[src/rtl/dwg_pkg.sv]
package dwg_pkg;
  localparam int ABORT_BIT = 3;
  localparam int BUSY_BIT  = 0;

  typedef enum logic {
    WR_IDLE   = 1'b0,
    WR_ACTIVE = 1'b1
  } wr_state_e;
endpackage

[src/rtl/dwg_sync2.sv]
module dwg_sync2 #(
  parameter int          WIDTH   = 2,
  parameter logic [WIDTH-1:0] RST_VAL = '1
) (
  input  logic             clk,
  input  logic             rst_n,
  input  logic [WIDTH-1:0] din,
  output logic [WIDTH-1:0] dout
);
  logic [WIDTH-1:0] stage1_q;
  logic [WIDTH-1:0] stage2_q;

  always_ff @(posedge clk) begin
    if (!rst_n) begin
      stage1_q <= RST_VAL;
      stage2_q <= RST_VAL;
    end else begin
      stage1_q <= din;
      stage2_q <= stage1_q;
    end
  end

  assign dout = stage2_q;
endmodule

[src/rtl/dwg_track_match.sv]
module dwg_track_match #(
  parameter int ADDR_W = 8
) (
  input  logic [ADDR_W-1:0] track,
  input  logic [ADDR_W-1:0] examine,
  output logic              in_range
);
  logic [ADDR_W-1:0] hit_bit;

  // A bit counts against protection only when it is examined and set.
  for (genvar i = 0; i < ADDR_W; i++) begin : g_bit
    assign hit_bit[i] = examine[i] & track[i];
  end

  assign in_range = ~|hit_bit;
endmodule

[src/rtl/dwg_abort_ctl.sv]
module dwg_abort_ctl
  import dwg_pkg::*;
(
  input  logic clk,
  input  logic rst_n,
  input  logic start_write,
  input  logic write_stop,
  input  logic fault_sync,
  output logic busy,
  output logic abort_flag
);
  wr_state_e state_q;
  wr_state_e state_d;
  logic      abort_q;
  logic      abort_d;

  always_comb begin
    state_d = state_q;
    abort_d = abort_q;
    if (start_write) begin
      state_d = WR_ACTIVE;
      abort_d = 1'b0;
    end else begin
      if (state_q == WR_ACTIVE && fault_sync) abort_d = 1'b1;
      if (write_stop) state_d = WR_IDLE;
    end
  end

  always_ff @(posedge clk) begin
    if (!rst_n) begin
      state_q <= WR_IDLE;
      abort_q <= 1'b0;
    end else begin
      state_q <= state_d;
      abort_q <= abort_d;
    end
  end

  assign busy       = (state_q == WR_ACTIVE);
  assign abort_flag = abort_q;
endmodule

[src/rtl/disc_write_guard.sv]
module disc_write_guard
  import dwg_pkg::*;
#(
  parameter int ADDR_W = 8,
  parameter int STAT_W = 8
) (
  input  logic              clk,
  input  logic              rst_n,
  input  logic              addr_load,
  input  logic [ADDR_W-1:0] addr_in,
  input  logic [ADDR_W-1:0] examine_mask,
  input  logic              protect_en,
  input  logic              start_write,
  input  logic              write_stop,
  input  logic              drive_ready,
  input  logic              ac_good,
  output logic              write_permit,
  output logic [STAT_W-1:0] status_word
);
  localparam int SYNC_W = 2;

  logic [ADDR_W-1:0] addr_q;
  logic              in_range;
  logic [SYNC_W-1:0] health_s;
  logic              fault_sync;
  logic              busy;
  logic              abort_flag;

  always_ff @(posedge clk) begin
    if (!rst_n)         addr_q <= '0;
    else if (addr_load) addr_q <= addr_in;
  end

  dwg_track_match #(.ADDR_W(ADDR_W)) u_match (
    .track    (addr_q),
    .examine  (examine_mask),
    .in_range (in_range)
  );

  assign write_permit = !(protect_en && in_range);

  dwg_sync2 #(.WIDTH(SYNC_W), .RST_VAL('1)) u_sync (
    .clk   (clk),
    .rst_n (rst_n),
    .din   ({ac_good, drive_ready}),
    .dout  (health_s)
  );

  assign fault_sync = ~&health_s;

  dwg_abort_ctl u_abort (
    .clk         (clk),
    .rst_n       (rst_n),
    .start_write (start_write),
    .write_stop  (write_stop),
    .fault_sync  (fault_sync),
    .busy        (busy),
    .abort_flag  (abort_flag)
  );

  always_comb begin
    status_word            = '0;
    status_word[ABORT_BIT] = abort_flag;
    status_word[BUSY_BIT]  = busy;
  end
endmodule

[config.mk]
export PLATFORM = sky130hd
export DESIGN_NAME = disc_write_guard
export DESIGN_NICKNAME = d
export VERILOG_FILES = /design/src/rtl/dwg_pkg.sv /design/src/rtl/dwg_sync2.sv /design/src/rtl/dwg_track_match.sv /design/src/rtl/dwg_abort_ctl.sv /design/src/rtl/disc_write_guard.sv
export SDC_FILE = /design/constraint.sdc
export NUM_CORES = 1
export LEC_CHECK = 0
export ABC_CLOCK_PERIOD_IN_PS = 1050
export BUFFER_PORTS_ARGS = -buffer_cell sky130_fd_sc_hd__buf_4
export CAP_MARGIN = 20
export CORE_UTILIZATION = 40
export CTS_CLUSTER_SIZE = 30
export DETAILED_ROUTE_END_ITERATION = 8
export GPL_TIMING_DRIVEN = 0
export PLACE_DENSITY = 0.74
export SLEW_MARGIN = 20
export SYNTH_ARGS = -nofsm -noshare
export SYNTH_HDL_FRONTEND = slang
export SYNTH_HIERARCHICAL = 1
export SYNTH_SLANG_ARGS = --single-unit
export TNS_END_PERCENT = 5
[constraint.sdc]
create_clock -name clk -period 1.05 [get_ports clk]
set_clock_uncertainty 0.1 [all_clocks]
set_input_delay 0.21 -clock clk [delete_from_list [all_inputs] [get_ports clk]]
set_output_delay 0.21 -clock clk [all_outputs]
set_load 0.01 [all_outputs]
==> metrics, run 1 <==
power density relative to cell area 1210 nW/um2; timing-limited maximum frequency 691.2 MHz; launching element type of the critical path flop; Min Clock Period, post-route about 1.4 ns; Net count, final ~120; clock tree sinks 14; Data required, critical path 0.74 ns; final weighted congestion in routability-driven placement 0.6053; Congestion Overflow GR 0; clock tree from TritonCTS built; CTS max path bufs 2; violated checks negative setup slack; initial antenna violation count 0; cell class contributing the biggest share of worst-path delay flip-flops; clock power share 27.6%; fraction of the core area covered by cells at the end of the flow 66.32%; number of flip-flops and latches in the synthesized netlist 14; number of pins exceeding their max-slew limit in the final report 0; top cells by area, synth sky130_fd_sc_hd__dfxtp_1 (48%), sky130_fd_sc_hd__mux2i_1 (14%), sky130_fd_sc_hd__buf_4 (10%); DR iter-0 viols 2; combinational fraction of design power about a fifth; via count between 400 and 500; max-cap violation count 0; critical path peak fanout 2; crit path max-delay cell type sky130_fd_sc_hd__dfxtp_2; total clock buffers created by CTS 3; most numerous cell in the Yosys netlist sky130_fd_sc_hd__dfxtp_1; delay of the slowest critical-path stage 0.33 ns; cell type with the highest aggregate area in the netlist sky130_fd_sc_hd__dfxtp_1; starting utilization of the core area 44.09%; count of yosys warnings during synthesis 6; multi-input gate area in the final layout ~270 um2; maximum vdd ir drop 1.008 mV; Die H ~40 um; router iterations before antenna repair 4; Post-Synthesis Cells 55; fraction of registers with async set/reset 0%; kind of capture point of the worst setup path output pin; Buf/Inv on CP 1; core region area 1334 um2; number of enable flip-flop cells after synthesis 0; number of global-route vias before repair 400; Setup CP Type flop to output pin; via density per instance 4.577; Seq/Total Area, Yosys 47.66%; run status finished, violations left; total leakage power 0.4231 nW; antenna diode count 0; share of total power consumed by net switching 22.87%; most frequent cells after synthesis sky130_fd_sc_hd__dfxtp_1 (14), sky130_fd_sc_hd__nor2b_1 (9), sky130_fd_sc_hd__buf_4 (8), sky130_fd_sc_hd__mux2i_1 (8); total internal power 0.0008255 W; number of rows in the core area 13; worst-skew pair later-pin latency between 0.2 and 0.3 ns; library cells used by synthesis 13; unrepaired setup endpoints after global routing true; mapped cell area 588.1 um2; worst-case setup margin in the final layout -0.3968 ns; Switch Pwr 0.0002447 W; post-route fraction of the period consumed by the critical path 137.8%; GRT Total Usage around 15%; post-synth top area share 47.66%; Avg Inst Size Synth 10.69 um2; largest net degree at the start of global routing 15; number of nets still failing antenna checks after routing 0; area delta synth->final 50.43%; Final Power about 0.0011 W; data arrival time at the worst-slack endpoint approximately 1.1 ns; Seq pwr share 53.8%; I/O Buffers 25; routed len/inst 10.62 um; layout cells sized above 1 approximately half; full die area 1627 um2; # H-tree levels 1; final setup violating endpoints 3; worst-path cell chain a22oi_2 -> and4_1 -> nand2_1 -> buf_6; Non-Filler Instances 104; Reg clk slew, reported paths around 0.080 ns; FF+latch area 285.3 um2; hold slack final approximately 0.022 ns; Placed Cells 100; most common flop cell mapped by yosys sky130_fd_sc_hd__dfxtp_1; post-CTS repair timing setup buffer count 0; fill cell total of the finished layout 121; buffer cell driving the clock tree root sky130_fd_sc_hd__clkbuf_4; Final Hold Vio Count 0; count of boundary I/O pins 33; path category of the worst min-delay check primary input to flop; wire length of the first global-routing pass 1.490 mm; number of design rule violations left after detail routing 0; routed wire length 1.104 mm; Die X-Extent 40.34 um
## cell usage in the layout (no fill, tap or decap)
master                          instances
sky130_fd_sc_hd__mux2i_1                8
sky130_fd_sc_hd__clkbuf_4               3
sky130_fd_sc_hd__buf_4                 28
sky130_fd_sc_hd__and4_1                 1
sky130_fd_sc_hd__dfxtp_1               10
sky130_fd_sc_hd__nor3b_2                1
sky130_fd_sc_hd__a22oi_1                1
sky130_fd_sc_hd__o21a_1                 1
sky130_fd_sc_hd__nor2b_1                9
sky130_fd_sc_hd__nand2_1                2
sky130_fd_sc_hd__dfxtp_2                4
sky130_fd_sc_hd__a22oi_2                3
sky130_fd_sc_hd__buf_6                  6
sky130_fd_sc_hd__conb_1                 6
sky130_fd_sc_hd__nand2b_1               4
sky130_fd_sc_hd__a21oi_1                1
sky130_fd_sc_hd__dlygate4sd3_1          1
## worst register-to-register path: cells and delay by family, from the launching register on
| kind | cells | cell delay (ns) |
|---|---|---|
| simple gates | 1 | 0.13 |
| compound gates | 1 | 0.16 |
| flops | 1 | 0.34 |
## power by group through the flow
stage | Sequential, W | Combinational, W | Clock, W
finish | 0.000576 | 0.000199 | 0.000296
global route | 0.000579 | 0.000220 | 0.000329
CTS | 0.000574 | 0.000196 | 0.000304
detailed placement | 0.000584 | 0.000184 | 0
global placement | 0.000583 | 0.000181 | 0
floorplan | 0.000581 | 0.0000972 | 0
## final timing paths
path | start | depth (start not counted) | slack [ns] | endpoint
setup / recovery | addr_q[0] | 4 | -0.40 | write_permit
hold / removal | drive_ready | 2 | 0.02 | u_sync/stage1_q[0]
setup reg to reg | u_abort/busy | 2 | 0.22 | u_abort/busy
hold reg to reg | u_sync/stage1_q[1] | 1 | 0.31 | u_sync/dout[1]
## per-stage QoR
step	area, um2	worst slack, ns	TNS, ns
2_1_floorplan	606.8	0.04148	0
3_3_place_gp	813.3	-0.1395	-0.1395
3_5_place_dp	813.3	-0.1406	-0.1406
4_1_cts	864.6	-0.4070	-0.6110
5_1_grt	884.6	-0.4715	-0.7147
6_report	884.6	-0.3968	-0.5616
## registers in the layout, summed over array words and instances, names as in the netlist
register,count
u_abort/busy,1
addr_q,8
u_sync/dout,2
u_sync/stage1_q,2
u_abort/abort_flag,1
## area by class of cell
type | instances | share of cell area [%]
sequential | 14 | 32.25
multi-input combinational | 37 | 30.55
timing repair buffer | 26 | 23.62
buffer | 9 | 8.911
clock buffer | 3 | 2.546
tap | 15 | 2.122
## cell families (layout without fill, tap and decap cells)
kind of cell    Yosys count  after routing  share of synthesized area, %
compound gates            6              6                         7.234
buf+inv                   9             38                         12.13
flops                    14             14                         47.66
mux                       8              8                         13.62
other cells               1              6                        0.6377
simple gates             17             17                         18.72
## layer usage
layer,global-route usage [%],wire (um),up-vias
met5,0,0,-
met4,5.000,0,0
met3,11.11,142,0
met2,26.59,547,26
met1,12.50,414,212
li1,-,-,238
## what timing repair did
item	4_1_cts	5_1_grt
setup endpoints to repair	3	3
hold buffers	1	0
gates resized for setup	6	6
endpoints found under the hold margin	1	0
pin swaps	2	2
(Power assumes the default switching activity.)
==> run 2, diff against run 1 <==
--- a/config.mk
+++ b/config.mk
@@ -5,14 +5,15 @@
 export SDC_FILE = /design/constraint.sdc
 export NUM_CORES = 1
 export LEC_CHECK = 0
-export ABC_CLOCK_PERIOD_IN_PS = 1050
+export ABC_CLOCK_PERIOD_IN_PS = 1500
 export BUFFER_PORTS_ARGS = -buffer_cell sky130_fd_sc_hd__buf_4
 export CAP_MARGIN = 20
 export CORE_UTILIZATION = 40
 export CTS_CLUSTER_SIZE = 30
 export DETAILED_ROUTE_END_ITERATION = 8
 export GPL_TIMING_DRIVEN = 0
-export PLACE_DENSITY = 0.74
+export PLACE_DENSITY = 0.78
+export SKIP_LAST_GASP = 1
 export SLEW_MARGIN = 20
 export SYNTH_ARGS = -nofsm -noshare
 export SYNTH_HDL_FRONTEND = slang
==> constraint.sdc (replaced) <==
create_clock -name clk -period 1.5 [get_ports clk]
set_clock_uncertainty 0.1 [all_clocks]
set_input_delay 0.3 -clock clk [delete_from_list [all_inputs] [get_ports clk]]
set_output_delay 0.3 -clock clk [all_outputs]
set_load 0.01 [all_outputs]
==> run 2 against run 1 <==
Net effect:
- largest cell class is now sequential cells
- setup slack improved by 0.35 ns
- the run still ends with negative setup slack left
- routed wire length decreased by 2.6%
- critical endpoint unchanged
- power decreased by 25%
- critical path type unchanged
- sequential cell count unchanged
- clock-buffer cell count increased by 1
==> metrics, run 2 (synthesis results as in run 1) <==
initial antenna violation count 0 (unchanged); Final Hold Vio Count 0 (unchanged); highest-count cells in the layout ignoring fill and taps sky130_fd_sc_hd__buf_4 (33), sky130_fd_sc_hd__dfxtp_1 (11), sky130_fd_sc_hd__nor2b_1 (9) (was sky130_fd_sc_hd__buf_4 (28), sky130_fd_sc_hd__dfxtp_1 (10), sky130_fd_sc_hd__nor2b_1 (9)); flip-flop count of the largest register after layout 8 (unchanged); Die X-Extent 40.34 um (unchanged); max-cap violation count 0 (unchanged); count of boundary I/O pins 33 (unchanged); Buf/Inv on CP 1 (unchanged); routed len/inst 10.24 um (was 10.62 um); number of nets still failing antenna checks after routing 0 (unchanged); Worst Setup Slack post-DPL 0.1290 ns (was -0.1406 ns); fraction of the core area covered by cells at the end of the flow 65.95% (was 66.32%); Final TNS setup -0.04690 ns (was -0.5616 ns); leading cell type in the layout, fill and taps excluded sky130_fd_sc_hd__buf_4 (unchanged); clock tree from TritonCTS built (unchanged); violated checks negative setup slack (unchanged); clock tree sinks 14 (unchanged); number of design rule violations left after detail routing 0 (unchanged); buffer cell driving the clock tree root sky130_fd_sc_hd__clkbuf_4 (unchanged); number of global-route vias before repair 381 (was 400); core region area 1334 um2 (unchanged); hold slack final 0.08222 ns (was 0.02177 ns); Data required, critical path 1.10 ns (was 0.74 ns); wire length of the first global-routing pass 1.428 mm (was 1.490 mm); Congestion Overflow GR 0 (unchanged); maximum vdd ir drop 0.7493 mV (was 1.008 mV); CTS max path bufs 2 (unchanged); final weighted congestion in routability-driven placement 0.5726 (was 0.6053); GRT Total Usage 14.07% (was 14.91%); data arrival time at the worst-slack endpoint 1.15 ns (was 1.14 ns); cell class contributing the biggest share of worst-path delay flip-flops (unchanged); crit path max-delay cell type sky130_fd_sc_hd__dfxtp_2 (unchanged); I/O Buffers 25 (unchanged); area delta synth->final 49.57% (was 50.43%); DR iter-0 viols 2 (unchanged); router iterations before antenna repair 2 (was 4); Min Clock Period, post-route 1.547 ns; worst-case setup margin in the final layout -0.04690 ns (was -0.3968 ns); worst-path cell chain a22oi_2 -> and4_1 -> nand2_1 -> buf_6 (unchanged); starting utilization of the core area 44.09% (unchanged); total clock buffers created by CTS 3 (unchanged); antenna diode count 0 (unchanged); post-route fraction of the period consumed by the critical path 103.1%; number of rows in the core area 13 (unchanged); power density relative to cell area 916.4 nW/um2 (was 1210 nW/um2); full die area 1627 um2 (unchanged); total leakage power 0.4275 nW (was 0.4231 nW); Setup CP Type flop to output pin (unchanged); unrepaired setup endpoints after global routing true (unchanged); kind of capture point of the worst setup path output pin (unchanged); layout cells sized above 1 51.11% (was 50.56%); largest net degree at the start of global routing 15 (unchanged); register name with the most flops addr_q (unchanged); run status finished, violations left (unchanged); number of pins exceeding their max-slew limit in the final report 0 (unchanged); Die H 40.34 um (unchanged); delay of the slowest critical-path stage 0.33 ns (about the same); via count 465 (was 476); launching element type of the critical path flop (unchanged); critical path peak fanout 2 (unchanged); Net count, final 115 (unchanged); routed wire length 1.075 mm (was 1.104 mm); # H-tree levels 1 (unchanged); Final Power 0.0008061 W (was 0.001070 W); timing-limited maximum frequency 646.5 MHz; Reg clk slew, reported paths 0.08 ns (about the same); path category of the worst min-delay check primary input to flop (unchanged); via density per instance 4.429 (was 4.577); final setup violating endpoints 1 (was 3); worst-skew pair later-pin latency 0.28 ns (was 0.27 ns)
## run 2: changes by cell type in the layout (fill, tap and decap cells not counted)
cell / change
sky130_fd_sc_hd__buf_4: +5
sky130_fd_sc_hd__buf_6: -4
sky130_fd_sc_hd__clkbuf_8: +1
sky130_fd_sc_hd__dfxtp_1: +1
sky130_fd_sc_hd__dfxtp_2: -1
sky130_fd_sc_hd__dlygate4sd3_1: -1
## run 2: layer usage
metal / global-route usage, % / wire [um] / up-vias
met5: 0 / 0 / -
met4: 10.00 / 0 / 0
met3: 5.556 / 135 / 0
met2: 23.41 / 505 / 25
met1: 14.09 / 434 / 201
li1: - / - / 239
## run 2: metrics by stage
stage          instances  instance area (um2)
2_1_floorplan         60                606.8
3_3_place_gp         100                813.3
3_5_place_dp         100                813.3
4_1_cts              104                859.6
5_1_grt              105                879.6
6_report             105                879.6
## run 2: layout make-up
class,count,area [um2]
plain buffers,9,71.32
multi-input cells,37,270.3
flip-flops and latches,14,284.0
clock buffers,4,36.28
repair buffers,26,198.9
fillers,123,454.2
well taps,15,18.77
## run 2: path summary, 6_finish.rpt
| path | startpoint | to | slack, ns | cells past startpoint |
|---|---|---|---|---|
| max | addr_q[3] | write_permit | -0.05 | 4 |
| min | start_write | u_abort/abort_flag | 0.08 | 2 |
| max reg2reg | addr_q[0] | addr_q[0] | 0.62 | 3 |
| min reg2reg | u_sync/stage1_q[0] | u_sync/dout[0] | 0.32 | 1 |
## run 2: repair_timing
action	4_1_cts	5_1_grt
buffers inserted	0	1
gates resized for setup	3	4
gates cloned	0	0
hold buffers	0	0
endpoints found under the setup margin	1	1
pin swaps	2	1
## run 2: power by group
group	internal [W]	total [W]	switching [W]
sequential	0.000392	0.000403	0.0000103
clock	0.000148	0.000267	0.000120
combinational	0.0000898	0.000136	0.0000462
## run 2: worst reg2reg max path, cell delays in order, from the launching register on
cell and delay, ns:
sky130_fd_sc_hd__dfxtp_2 0.33, sky130_fd_sc_hd__buf_4 0.12, sky130_fd_sc_hd__mux2i_1 0.16, sky130_fd_sc_hd__nor2b_1 0.06
==> run 3, diff against run 2 <==
--- a/config.mk
+++ b/config.mk
@@ -11,7 +11,6 @@
 export CORE_UTILIZATION = 40
 export CTS_CLUSTER_SIZE = 30
 export DETAILED_ROUTE_END_ITERATION = 8
-export GPL_TIMING_DRIVEN = 0
 export PLACE_DENSITY = 0.78
 export SKIP_LAST_GASP = 1
 export SLEW_MARGIN = 20
==> run 3 against run 2 <==
Net effect:
- the flow still finishes with violations (negative setup slack)
- fmax shrank 0.75%
- sequential power is essentially flat
- critical path depth is the same
- largest power group unchanged
- die area is the same
- sequential share of layout area grew 2.8 points
- sequential cell count is the same
- routed wire length grew 1.5%
- combinational power shrank 13%
- cell area shrank 8.0%
- via count shrank 3.2%
- highest routed layer unchanged
==> metrics, run 3 (synthesis results as in run 1) <==
# H-tree levels 1 (unchanged); clock tree sinks 14 (unchanged); area delta synth->final 37.66% (was 49.57%); number of pins exceeding their max-slew limit in the final report 0 (unchanged); worst-path cell chain a22oi_2 -> and4_1 -> nand2_1 -> buf_4 (was a22oi_2 -> and4_1 -> nand2_1 -> buf_6); wire length of the first global-routing pass 1.545 mm (was 1.428 mm); total clock buffers created by CTS 3 (unchanged); Final Power 0.0007894 W (was 0.0008061 W); via count 450 (was 465); worst-case setup margin in the final layout -0.05865 ns (was -0.04690 ns); violated checks negative setup slack (unchanged); I/O Buffers 26 (was 25); router iterations before antenna repair 4 (was 2); Final Hold Vio Count 0 (unchanged); count of boundary I/O pins 33 (unchanged); maximum vdd ir drop 0.5443 mV (was 0.7493 mV); largest net degree at the start of global routing 15 (unchanged); power density relative to cell area 975.2 nW/um2 (was 916.4 nW/um2); Setup CP Type flop to output pin (unchanged); Congestion Overflow GR 0 (unchanged); Seq pwr share 51.1% (was 49.9%); flip-flop count of the largest register after layout 8 (unchanged); post-route fraction of the period consumed by the critical path 103.9% (was 103.1%); register name with the most flops addr_q (unchanged); number of nets still failing antenna checks after routing 0 (unchanged); crit path max-delay cell type sky130_fd_sc_hd__dfxtp_2 (unchanged); number of design rule violations left after detail routing 0 (unchanged); unrepaired setup endpoints after global routing true (unchanged); starting utilization of the core area 44.09% (unchanged); path category of the worst min-delay check primary input to flop (unchanged); CTS max path bufs 2 (unchanged); kind of capture point of the worst setup path output pin (unchanged); detailed placer's ending HPWL 802.6 um; Reg clk slew, reported paths 0.08 ns (about the same); total leakage power 0.3767 nW (was 0.4275 nW); Net count, final 106 (was 115); number of global-route vias before repair 395 (was 381); critical path peak fanout 2 (unchanged); via density per instance 4.688 (was 4.429); antenna diode count 0 (unchanged); core region area 1334 um2 (unchanged); DR iter-0 viols 2 (unchanged); launching element type of the critical path flop (unchanged); combinational fraction of design power 14.9% (was 16.9%); layout cells sized above 1 46.91% (was 51.11%); Non-Filler Instances 96 (was 105); Die X-Extent 40.34 um (unchanged); Placed Cells 92 (was 100); share of total power consumed by net switching 22.30% (was 21.88%); max-cap violation count 0 (unchanged); highest-count cells in the layout ignoring fill and taps sky130_fd_sc_hd__buf_4 (26), sky130_fd_sc_hd__dfxtp_1 (11), sky130_fd_sc_hd__nor2b_1 (9) (was sky130_fd_sc_hd__buf_4 (33), sky130_fd_sc_hd__dfxtp_1 (11), sky130_fd_sc_hd__nor2b_1 (9)); worst-skew pair later-pin latency 0.27 ns (was 0.28 ns); Switch Pwr 0.0001760 W (was 0.0001763 W); data arrival time at the worst-slack endpoint 1.16 ns (was 1.15 ns); Min Clock Period, post-route 1.559 ns (was 1.547 ns); final setup violating endpoints 1 (unchanged); Data required, critical path 1.10 ns (about the same); final weighted congestion in routability-driven placement 0.5754 (was 0.5726); clock power share 33.9% (was 33.2%); routed len/inst 11.36 um (was 10.24 um); full die area 1627 um2 (unchanged); fill cell total of the finished layout 116 (was 123); run status finished, violations left (unchanged); delay of the slowest critical-path stage 0.33 ns (about the same); timing-limited maximum frequency 641.6 MHz (was 646.5 MHz); leading cell type in the layout, fill and taps excluded sky130_fd_sc_hd__buf_4 (unchanged); Die H 40.34 um (unchanged); number of rows in the core area 13 (unchanged); total internal power 0.0006134 W (was 0.0006298 W); initial antenna violation count 0 (unchanged); routed wire length 1.091 mm (was 1.075 mm); GRT Total Usage 14.81% (was 14.07%); fraction of the core area covered by cells at the end of the flow 60.69% (was 65.95%); clock tree from TritonCTS built (unchanged); buffer cell driving the clock tree root sky130_fd_sc_hd__clkbuf_4 (unchanged)
==> run 3: changes by cell type in the layout (fill, tap and decap cells not counted), sizes merged <==
cell  delta
buf      -9
==> run 3: path summary, 6_finish.rpt <==
path                 startpoint                 end  slack (ns)  depth (start not counted)
max                   addr_q[0]        write_permit       -0.06                          4
min                 start_write  u_abort/abort_flag        0.09                          2
max reg2reg        u_abort/busy        u_abort/busy        0.68                          2
min reg2reg  u_sync/stage1_q[0]      u_sync/dout[0]        0.31                          1
==> run 3: metrics by stage <==
stage	instance area, um2	setup TNS (ns)	hold WS (ns)	worst slack [ns]
after floorplan	606.8	0	0.2695	0.3832
after global placement	749.5	0	0.2897	0.1276
after detailed placement	749.5	0	0.2978	0.08223
after CTS	797.0	-0.06890	0.07981	-0.06890
after global routing	809.5	-0.1168	0.07821	-0.1168
final	809.5	-0.05865	0.08535	-0.05865
==> run 3: repair_timing <==
item	4_1_cts	5_1_grt
cloned	0	0
hold buffers	0	0
pin swaps	1	1
endpoints found under the setup margin	1	1
setup buffers	0	0
gates resized for setup	3	4
==> run 3: critical path: cells and delay by family (launching register included) <==
kind / cells / cell delay (ns)
flops: 1 / 0.33
simple gates: 2 / 0.26
compound gates: 1 / 0.16
buf+inv: 1 / 0.13
==> run 3: power by group through the flow <==
stage / Sequential, W / Combinational [W] / Clock [W]
detailed placement: 0.000410 / 0.000114 / 0
CTS: 0.000402 / 0.000116 / 0.000273
global route: 0.000406 / 0.000129 / 0.000293
floorplan: 0.000406 / 0.0000680 / 0
finish: 0.000404 / 0.000118 / 0.000268
global placement: 0.000409 / 0.000110 / 0
==> run 3: layout make-up <==
cell class / count / area, um2 / area share, %
flip-flops and latches: 14 / 284.0 / 35.08
multi-input cells: 37 / 275.3 / 34.00
well taps: 15 / 18.77 / 2.318
repair buffers: 26 / 195.2 / 24.11
clock buffers: 4 / 36.28 / 4.482
==> run 3: routing by layer <==
layer / track usage [%] / wire, um / vias to the layer above
met3: 3.333 / 124 / 0
met5: 0 / 0 / -
met2: 25.79 / 496 / 25
met4: 10.00 / 0 / 0
met1: 15.59 / 471 / 203
li1: - / - / 222
